[src/rtl/prebiasPkg.sv]
package prebiasPkg;
  typedef enum logic {ST_WAIT = 1'b0, ST_RUN = 1'b1} rampState_t;

  typedef struct packed {
    logic clear;  // drop to zero, clear done
    logic load;   // start from the narrow initial value
    logic run;    // ramp / track active this cycle
    logic step;   // widen by one step this cycle
  } rampCmd_t;
endpackage

[src/rtl/prebiasCtrl.sv]
module prebiasCtrl
  import prebiasPkg::*;
(
  input  logic     clk,
  input  logic     rstN,
  input  logic     restart,
  input  logic     ssAboveFb,
  input  logic     cycleStrobe,
  output rampCmd_t cmd,
  output logic     pwmEnable
);
  rampState_t state;

  always_comb begin
    cmd = '0;
    if (restart) begin
      cmd.clear = 1'b1;
    end else if (state == ST_WAIT) begin
      cmd.load = ssAboveFb;
    end else begin
      cmd.run  = 1'b1;
      cmd.step = cycleStrobe;
    end
  end

  always_ff @(posedge clk) begin
    if (!rstN) begin
      state <= ST_WAIT;
    end else if (restart) begin
      state <= ST_WAIT;
    end else if (state == ST_WAIT && ssAboveFb) begin
      state <= ST_RUN;
    end
  end

  assign pwmEnable = (state == ST_RUN);
endmodule

[src/rtl/prebiasDatapath.sv]
module prebiasDatapath
  import prebiasPkg::*;
#(
  parameter int W          = 10,
  parameter int INIT_TICKS = 4,
  parameter int STEP_TICKS = 2
) (
  input  logic         clk,
  input  logic         rstN,
  input  rampCmd_t     cmd,
  input  logic [W-1:0] targetOnTime,
  output logic [W-1:0] lsOnTime,
  output logic         rampDone
);
  localparam logic [W:0] INIT_WIDE = (W+1)'(INIT_TICKS);
  localparam logic [W:0] STEP_WIDE = (W+1)'(STEP_TICKS);

  logic [W:0]   tgtWide;
  logic [W:0]   stepped;
  logic [W-1:0] startVal;
  logic [W-1:0] nextVal;

  assign tgtWide  = {1'b0, targetOnTime};
  assign stepped  = {1'b0, lsOnTime} + STEP_WIDE;
  assign startVal = (INIT_WIDE >= tgtWide) ? targetOnTime : INIT_WIDE[W-1:0];

  always_comb begin
    if (rampDone) begin
      nextVal = targetOnTime;
    end else if (cmd.step) begin
      nextVal = (stepped >= tgtWide) ? targetOnTime : stepped[W-1:0];
    end else begin
      nextVal = (lsOnTime > targetOnTime) ? targetOnTime : lsOnTime;
    end
  end

  always_ff @(posedge clk) begin
    if (!rstN || cmd.clear) begin
      lsOnTime <= '0;
      rampDone <= 1'b0;
    end else if (cmd.load) begin
      lsOnTime <= startVal;
      rampDone <= (INIT_WIDE >= tgtWide);
    end else if (cmd.run) begin
      lsOnTime <= nextVal;
      rampDone <= rampDone | (nextVal == targetOnTime);
    end
  end
endmodule

[src/rtl/prebiasRampTop.sv]
module prebiasRampTop
  import prebiasPkg::*;
#(
  parameter int W          = 10,
  parameter int INIT_TICKS = 4,
  parameter int STEP_TICKS = 2
) (
  input  logic         clk,
  input  logic         rstN,
  input  logic         restart,
  input  logic         ssAboveFb,
  input  logic         cycleStrobe,
  input  logic [W-1:0] targetOnTime,
  output logic         pwmEnable,
  output logic [W-1:0] lsOnTime,
  output logic         rampDone
);
  rampCmd_t cmd;

  prebiasCtrl uCtrl (
    .clk(clk), .rstN(rstN), .restart(restart), .ssAboveFb(ssAboveFb),
    .cycleStrobe(cycleStrobe), .cmd(cmd), .pwmEnable(pwmEnable)
  );

  prebiasDatapath #(.W(W), .INIT_TICKS(INIT_TICKS), .STEP_TICKS(STEP_TICKS)) uPath (
    .clk(clk), .rstN(rstN), .cmd(cmd), .targetOnTime(targetOnTime),
    .lsOnTime(lsOnTime), .rampDone(rampDone)
  );
endmodule

[config.mk]
export PLATFORM = sky130hd
export DESIGN_NAME = prebiasRampTop
export DESIGN_NICKNAME = d
export VERILOG_FILES = /design/src/rtl/prebiasPkg.sv /design/src/rtl/prebiasCtrl.sv /design/src/rtl/prebiasDatapath.sv /design/src/rtl/prebiasRampTop.sv
export SDC_FILE = /design/constraint.sdc
export NUM_CORES = 1
export LEC_CHECK = 0
export BUFFER_PORTS_ARGS = -buffer_cell sky130_fd_sc_hd__buf_2
export CAP_MARGIN = 20
export CORE_UTILIZATION = 45
export CTS_CLUSTER_SIZE = 28
export DETAILED_ROUTE_END_ITERATION = 10
export GPL_ROUTABILITY_DRIVEN = 0
export GPL_TIMING_DRIVEN = 0
export PLACE_DENSITY_LB_ADDON = 0.12
export SYNTH_ARGS = -nofsm -noshare
export SYNTH_HDL_FRONTEND = slang
export SYNTH_HIERARCHICAL = 1
export SYNTH_SLANG_ARGS = --single-unit
[constraint.sdc]
create_clock -name clk -period 5.9 [get_ports clk]
set_clock_uncertainty 0.05 [all_clocks]
set_input_delay 0.59 -clock clk [delete_from_list [all_inputs] [get_ports clk]]
set_output_delay 0.59 -clock clk [all_outputs]
set_load 0.01 [all_outputs]
==> flow_summary_export.csv <==
group,metric,value,unit
die,fp.dieArea,4250,µm²
clock_network,cts.sinks,12,
logic_synthesis,synth_area_leaders,"ha_1 14%, dfxtp_1 13%, a21oi_1 6.7%",
clock_network,numCtsBuffers,3,
clock_network,clk_latency,0.24,ns
cells_and_area,antenna_cells,0,
timing,fin_crit_sh,68.5,%
logic_synthesis,syn_nets,290,
critical_path,reg2regPathDepth,17,
die,ios,27,
logic_synthesis,yosys.area.top_type,"ha_1",
timing,clock.fmax,247,MHz
pwr,pwr_density_cell,116,nW/µm²
critical_path,crit_fanout,10,
cells_and_area,final_layout_size_suffix_gt1_share,13.4,%
placement,hpwl,4410,µm
status,status,"finished, final reports clean",
timing,fin_tns_setup,0,ns
routing,detail-route-antenna-nets,0,
pwr,p_comb_share,24.6,%
routing,dr_wl_met2,2480,µm
cells_and_area,syn2layout_area_growth,13.1,%
clock_network,clockBufferDepth,2,
logic_synthesis,synth_compound_area_share,32.2,%
timing,slew_headroom,58.3,%
pwr,power,0.235,mW
logic_synthesis,ys_types,57,
cells_and_area,finish.utilization,54.3,%
pwr,pwr-share-clk,39.3,%
critical_path,startpoint_type,"flop",
critical_path,rr_endpoint,"uPath/lsOnTime[6]$_SDFFE_PP0P_",
die,fp.coreArea,3740,µm²
placement,port-buffer-count,24,
logic_synthesis,synth_area,1800,µm²
cells_and_area,fin_cells,331,
pwr,seqPwrFrac,36.1,%
timing,setup_viol_count_final,0,
routing,met3_length,450,µm
logic_synthesis,postSynthCellCount,255,
timing,min_period,4.04,ns
critical_path,worst_setup_path_end_kind,"flop",
pwr,sw_frac_of_total,30.7,%
clock_network,postCtsSetupBuffers,0,
critical_path,cp.arrival,4.10,ns
clock_network,cts_hold_buf,0,
grt,antenna_found_initial,0,
logic_synthesis,yosys.area_share.simple,25.5,%
logic_synthesis,synth_edf_count,0,
timing,whs,0.490,ns
cells_and_area,fin_area,2030,µm²
die,fp.dieW,65.2,µm
placement,dpl-instance-area,1980,µm²
clock_network,htreeDepth,1,
routing,drc,0,
logic_synthesis,synth_fa_ha_area_share,13.9,%
routing,first_iter_violations,201,
logic_synthesis,ys_async_sr_fraction,0,%
min_path,hold_path.class,"flop to flop",
grt,grt_max_degree,11,
logic_synthesis,synthMuxAreaShare,1.74,%
clock_network,post_cts_resized,0,
critical_path,r2r_setup_slack,1.86,ns
routing,wl_met1,2620,µm
routing,routed_wl,5620,µm
die,start_util,48.1,%
cells_and_area,fin_nets,319,
grt,track_usage,28.8,%
critical_path,crit_type,"flop to flop",
timing,hold_viol_final,0,
min_path,hold_path.startpoint,"uCtrl/pwmEnable$_SDFFE_PP0P_",
pwr,ir_drop,0.0807,mV
timing,layout_setup_ws,1.86,ns
die,die_h,65.2,µm
routing,vias,2037,
routing,dr.pass1.iters,4,
run,cap_violations,0,
timing,worstMarginPinSlew,0.624,ns
logic_synthesis,synth-main-ff-cell,"dfxtp_1",
clock_network,cts_tree,"built",
pwr,p_int,0.163,mW
pwr,p_leak,0.898,nW
min_path,hold_path_depth,2,
placement,pre_cts_ws,2.00,ns
logic_synthesis,synth_top_family_by_area,"compound AO/OA/AOI/OAI gates",
die,rows,22,
critical_path,cp_data_required_time,5.96,ns
grt,first_global_vias,1888,
placement,dpl.cell_count,327,
logic_synthesis,syn_avg_cell_area,7.06,µm²
timing,slew_violations,0,
logic_synthesis,yosysSeqAreaShare,13.4,%
routing,wl_per_cell,17.0,µm
timing,grt_setup_unrepaired,"no",
pwr,netSwitchingPower,0.0722,mW
clock_network,clk_pin_slew,0.06,ns
min_path,whs_endpoint,"uCtrl/pwmEnable$_SDFFE_PP0P_",
clock_network,clock_tree.root_cell,"clkbuf_8",
routing,highest_layer,"met4",
grt,grt_overflow,0,
logic_synthesis,synth_top_area_share,13.9,%
grt,grt_pass1_wl,9490,µm
critical_path,regToRegStartpoint,"uPath/lsOnTime[2]$_SDFFE_PP0P_",
logic_synthesis,synth-xor-area-share,5.84,%
cells_and_area,final_cell_mix,"24 x buf_2, 24 x a21oi_1, 22 x inv_1",
logic_synthesis,ys_ff_latch,12,
routing,via_per_inst,6.15,
logic_synthesis,ys_warn_count,6,
layer usage:
metal	GRT usage, %	up-vias
met3	3.47	10
li1	-	1003
met5	0	-
met4	5.98	0
met1	41.2	929
met2	46.0	95
power groups by stage:
stage	Sequential (mW)	Combinational, mW	Clock [mW]
2_1_floorplan	0.0865	0.0362	0
3_3_place_gp	0.0869	0.0559	0
3_5_place_dp	0.0868	0.0564	0
4_1_cts	0.0850	0.0567	0.0931
5_1_grt	0.0854	0.0650	0.0974
6_report	0.0850	0.0579	0.0925
critical path, cell delays in order, from the launching register on:
cell and delay [ns]:
dfxtp_1 0.59, ha_1 0.22, clkbuf_1 0.35, nand2_1 0.16, nor2_1 0.21, and3_1 0.20, xnor2_1 0.24, inv_1 0.09
ha_1 0.31, a22oi_1 0.14, o211ai_1 0.12, a21oi_1 0.22, o21ai_1 0.14, clkbuf_1 0.24, nor3_1 0.20, o21bai_1 0.08
o221ai_1 0.25, a21oi_1 0.11
layout make-up:
cell class,count,area (µm²)
flip-flops and latches,12,240
plain buffers,11,48.8
repair buffers,24,120
inverters,23,86.3
well taps,48,60.1
clock buffers,4,55.1
multi-input cells,209,1420
fillers,407,1710
worst max-delay path by stage:
stage	from	endpoint	slack, ns
6_report	uPath/lsOnTime[2]$_SDFFE_PP0P_	uPath/lsOnTime[6]$_SDFFE_PP0P_	1.86
5_1_grt	uPath/lsOnTime[2]$_SDFFE_PP0P_	uPath/lsOnTime[6]$_SDFFE_PP0P_	1.52
4_1_cts	uPath/lsOnTime[2]$_SDFFE_PP0P_	uPath/lsOnTime[6]$_SDFFE_PP0P_	1.98
3_5_place_dp	uPath/lsOnTime[2]$_SDFFE_PP0P_	uPath/lsOnTime[6]$_SDFFE_PP0P_	2.00
3_3_place_gp	uPath/lsOnTime[2]$_SDFFE_PP0P_	uPath/rampDone$_SDFFE_PP0P_	1.94
2_1_floorplan	uPath/lsOnTime[1]$_SDFFE_PP0P_	uPath/rampDone$_SDFFE_PP0P_	2.64
cells by family (layout without fill, tap and decap cells):
logic type / count (synthesis) / after routing
compound gates: 89 / 89
buf+inv: 34 / 62
xor+xnor: 12 / 12
fa+ha+maj: 20 / 20
flops: 12 / 12
mux: 3 / 3
simple gates: 85 / 85
cells in the mapped netlist (2+ instances only):
library cell	instances
o211ai_1	4
o22ai_1	6
o21ai_0	16
a31oi_1	8
a211oi_1	4
o21ai_1	2
nand4_1	2
buf_4	2
nand3_1	5
dfxtp_1	12
o221ai_1	3
or2_2	2
xnor2_1	3
mux2i_1	2
nor2b_1	6
ha_1	20
nor2_1	15
and3_1	3
nand2_1	18
a32oi_1	2
a21oi_1	24
clkbuf_1	9
a311oi_1	2
nor3b_1	2
inv_1	22
xor2_1	9
nand2b_1	7
nor3_1	8
nor4_1	5
and2_1	3
or2_1	3
flip-flops by register name, indices dropped and copies added, names as in the netlist:
register	count
uCtrl/pwmEnable	1
uPath/lsOnTime	10
uPath/rampDone	1
Note: power is estimated with default switching activity, not from simulation.
